==> src/rtl/seqrec_pkg.sv <==
package seqrec_pkg;

    localparam int STATE_W = 3;

    typedef enum logic [STATE_W-1:0] {
        S_START  = 3'b000,
        S_GOT1   = 3'b001,
        S_GOT10  = 3'b010,
        S_ARMED  = 3'b011,
        S_ARMED0 = 3'b111
    } state_t;

endpackage

==> src/rtl/seqrec_next_state.sv <==
module seqrec_next_state
    import seqrec_pkg::*;
(
    input  state_t cur_st,
    input  logic   bit_in,
    output state_t nxt_st
);

    always_comb begin
        unique case (cur_st)
            S_START:  nxt_st = bit_in ? S_GOT1  : S_START;
            S_GOT1:   nxt_st = bit_in ? S_ARMED : S_GOT10;
            S_GOT10:  nxt_st = bit_in ? S_ARMED : S_START;
            S_ARMED:  nxt_st = bit_in ? S_ARMED : S_ARMED0;
            S_ARMED0: nxt_st = bit_in ? S_ARMED : S_START;
            default:  nxt_st = S_START;   // unused codes recover
        endcase
    end

endmodule

==> src/rtl/seqrec_output.sv <==
module seqrec_output
    import seqrec_pkg::*;
(
    input  state_t cur_st,
    input  logic   bit_in,
    output logic   flag
);

    always_comb begin
        unique case (cur_st)
            S_ARMED, S_ARMED0: flag = bit_in;
            S_START, S_GOT1, S_GOT10: flag = 1'b0;
            default: flag = 1'b0;
        endcase
    end

endmodule

==> src/rtl/seqrec_top.sv <==
module seqrec_top
    import seqrec_pkg::*;
(
    input  logic clk,
    input  logic rst,
    input  logic x_in,
    output logic z_out
);

    state_t state_q;
    state_t state_d;

    seqrec_next_state u_next (
        .cur_st (state_q),
        .bit_in (x_in),
        .nxt_st (state_d)
    );

    // state register: synchronous reset has priority over the input
    always_ff @(posedge clk) begin
        if (rst) state_q <= S_START;
        else     state_q <= state_d;
    end

    seqrec_output u_out (
        .cur_st (state_q),
        .bit_in (x_in),
        .flag   (z_out)
    );

endmodule

==> config.mk <==
export PLATFORM = sky130hd
export DESIGN_NAME = seqrec_top
export DESIGN_NICKNAME = d
export VERILOG_FILES = /design/src/rtl/seqrec_pkg.sv /design/src/rtl/seqrec_next_state.sv /design/src/rtl/seqrec_output.sv /design/src/rtl/seqrec_top.sv
export SDC_FILE = /design/constraint.sdc
export NUM_CORES = 1
export LEC_CHECK = 0
export ABC_AREA = 1
export ABC_CLOCK_PERIOD_IN_PS = 1900
export BUFFER_PORTS_ARGS = -buffer_cell sky130_fd_sc_hd__buf_4
export CAP_MARGIN = 20
export CELL_PAD_IN_SITES_DETAIL_PLACEMENT = 1
export CELL_PAD_IN_SITES_GLOBAL_PLACEMENT = 1
export CORE_AREA = 2 2 39 41
export CTS_BUF_LIST = sky130_fd_sc_hd__clkbuf_8
export DETAILED_ROUTE_END_ITERATION = 10
export DIE_AREA = 0 0 41 43
export PLACE_DENSITY = 0.44
export SYNTH_ARGS = -nofsm -noshare
export SYNTH_HDL_FRONTEND = slang
export SYNTH_HIERARCHICAL = 1
export SYNTH_SLANG_ARGS = --single-unit
==> constraint.sdc <==
create_clock -name clk -period 1.9 [get_ports clk]
set_input_delay 0.19 -clock clk [delete_from_list [all_inputs] [get_ports clk]]
set_output_delay 0.19 -clock clk [all_outputs]
set_load 0.01 [all_outputs]
==> impl_metrics.yaml <==
logic_synthesis:
  largest_family_of_logic_cells_by_synthesized_area: "simple AND/OR/NAND/NOR gates"
  synthTopCellsByCount: "11 x sky130_fd_sc_hd__nand2_1, 9 x sky130_fd_sc_hd__inv_1, 3 x sky130_fd_sc_hd__dfxtp_1, 3 x sky130_fd_sc_hd__nor2_1"
  synthFlopType: "sky130_fd_sc_hd__dfxtp_1"
  synth_fp_nets: 31
  synth_compound_gate_area_share_pct: 0
  ys_seq_area_share_pct: 38.1
  netlist-cell-type-count: 6
  post-synth-top-area-fraction_pct: 38.1
  number_of_synthesized_flops_with_an_enable_pin: 0
  synthAdderAreaFrac_pct: 0
  synthArstFlopShare_pct: 0
  synthCells: 28
  synthesized_area_fraction_occupied_by_and_or_nand_nor_cells_pct: 40.5
  yosys.area.top_type: "sky130_fd_sc_hd__dfxtp_1"
  synth_xor_area_share_pct: 0
  synthMuxAreaShare_pct: 0
  synthesis.area_um2: 158
  ys_seq_elements: 3
  leading_post_synthesis_cells_by_cell_area: "sky130_fd_sc_hd__dfxtp_1 38%, sky130_fd_sc_hd__nand2_1 26%, sky130_fd_sc_hd__inv_1 21%"
  synthMostInstantiatedCell: "sky130_fd_sc_hd__nand2_1"
  yosys_warnings: 6
  synth_area_per_cell_um2: 5.63
die:
  floorplan.die.width_um: 41
  floorplan.io_pins: 4
  initial_util_pct: 11.4
  fp-row-count: 14
  design.core.area_um2: 1380
  die-height_um: 43
  fp.dieArea_um2: 1760
pwr:
  pwr_density_cell_nw_per_um2: 1060
  cellLeakagePower_nw: 0.138
  seq_power_share_pct: 26.4
  proportion_of_total_power_due_to_net_switching_pct: 19.2
  clock_power_share_pct: 68.1
  total_power_mw: 0.261
  combinationalPowerShare_pct: 5.5
  netSwitchingPower_mw: 0.0502
  internal-power_mw: 0.210
  max-vdd-ir-drop_uv: 335
sta:
  slew_headroom_pct: 89.8
  final.setup_skew_ps: 1.41
  unrepaired_setup_endpoints_after_global_routing: "no"
  setup_violations: 0
  period_minus_slack_ps: 1040
  fin_crit_sh_pct: 55.0
  setup_tns_ps: 0
  final_max_slew_viol_count: 0
  final_hold_viol_count: 0
  max_clock_freq_ghz: 0.957
  worst_pin_slew_ps: 152
setup_path:
  worstPathMaxFanout: 4
  reg2reg_setup_slack_ps: 1120
  nature_of_the_critical_path_startpoint: "flip-flop"
  path_depth: 3
  critPathMaxStageDelay_ps: 370
  kind_of_end_point_of_the_critical_path: "output pin"
  arrival_ps: 850
  worstReg2RegStart: "state_q[0]"
  reg2reg_depth: 4
  cp.required_ps: 1710
  worst_setup_path_startpoint: "state_q[0]"
  timing.critical_path.cells: "nand2_1 > nor2_2 > buf_4"
  r2r_endpoint: "state_q[2]"
  critPathCapture: "z_out"
  worstSetupPathType: "reg -> out"
  cp.buffers_inverters: 1
  critical_path.slowest_cell: "sky130_fd_sc_hd__dfxtp_1"
  worst_path_dominant_cell_family: "flip-flops"
outcome:
  outcome: "finished clean"
clock_network:
  tritoncts: "done"
  post-cts-setup-buffers: 0
  path_clk_slew_ps: 30
  ctsLongestPathBuffers: 2
  postCtsHoldBufs: 0
  clockRootBuffer: "sky130_fd_sc_hd__clkbuf_8"
  clock_sinks: 3
  cts_inserted_buffers: 3
  ctsResizeCount: 0
  cts_max_level: 1
  clock_insertion_delay_worst_skew_ps: 210
drt:
  drt_pre_antenna_iters: 2
  drt_iter0_drc: 3
  detail_route.wl_per_cell_um: 6.33
  drc: 0
  via_count: 157
  routed_wl_um: 323
  postRouteAntennaNets: 0
  via_per_inst: 3.08
final_layout:
  utilization_pct: 17.7
  largest-register: "state_q"
  final_nets: 39
  post_route_cells_drive_above_1_share_pct: 20.0
  top_regs: "state_q (3)"
  largest_reg_flops: 3
  synthToLayoutAreaGrowth_pct: 55.6
  fillCellCount: 178
  antennaDiodeCount: 0
place:
  gp_congestion: 0.607
  dp_hpwl_um: 253
  place.port_buffers: 3
grt:
  grt_usage_pct: 4.40
  grt_remaining_overflow: 0
  grt_antenna_before_repair: 0
  first_global_vias: 144
  grt_start_max_net_pins: 6
  grt_pass1_wl_um: 483
min_path:
  hp-class: "in -> reg"
  worst_hold_path.num_cells: 2
job:
  maxCapViolCount: 0
stage by stage:
step / area, um2 / hold slack [ps] / cells / setup WS, ps
global route: 245 / 148 / 51 / 788
CTS: 245 / 147 / 51 / 837
global placement: 200 / 374 / 47 / 1070
floorplan: 158 / 261 / 28 / 1190
finish: 245 / 148 / 51 / 855
detailed placement: 200 / 372 / 47 / 1070
logic make-up (layout without fill, tap and decap cells):
kind of cell	count (synthesis)	after routing
buffers and inverters	9	16
and+or+nand+nor	16	16
DFF	3	3
metal layers:
metal  global-route usage [%]  wire length, um
met4                     6.00                0
met3                     1.57               30
met1                     4.78              138
met2                     5.31              154
met5                        0                0
layout by cell type (no fill, tap or decap):
cell	count
sky130_fd_sc_hd__nor2_2	1
sky130_fd_sc_hd__nor3_1	1
sky130_fd_sc_hd__dfxtp_1	3
sky130_fd_sc_hd__buf_4	3
sky130_fd_sc_hd__nand2_1	11
sky130_fd_sc_hd__clkbuf_8	3
sky130_fd_sc_hd__nor2_1	3
sky130_fd_sc_hd__inv_1	10
worst min path at each step:
stage / from / endpoint / slack (ps)
finish: rst / state_q[1] / 150
detailed placement: rst / state_q[1] / 370
global route: rst / state_q[1] / 150
CTS: rst / state_q[1] / 150
floorplan: rst / state_q[2] / 260
global placement: rst / state_q[1] / 370
cell type report:
type | instances | area, um2 | area share [%]
repair buffers | 3 | 22.5 | 9.18
clock inverters | 1 | 3.75 | 1.53
inverters | 9 | 33.8 | 13.8
multi-input cells | 16 | 63.8 | 26.0
clock buffers | 3 | 41.3 | 16.8
flip-flops and latches | 3 | 60.1 | 24.5
well taps | 16 | 20.0 | 8.16
power by group through the flow:
stage | clock network [mW] | logic [mW] | registers, mW
2_1_floorplan | 0 | 0.00817 | 0.0689
5_1_grt | 0.184 | 0.0163 | 0.0694
3_3_place_gp | 0 | 0.0150 | 0.0697
3_5_place_dp | 0 | 0.0147 | 0.0698
6_report | 0.177 | 0.0143 | 0.0688
4_1_cts | 0.184 | 0.0148 | 0.0689
(Power assumes the default switching activity.)
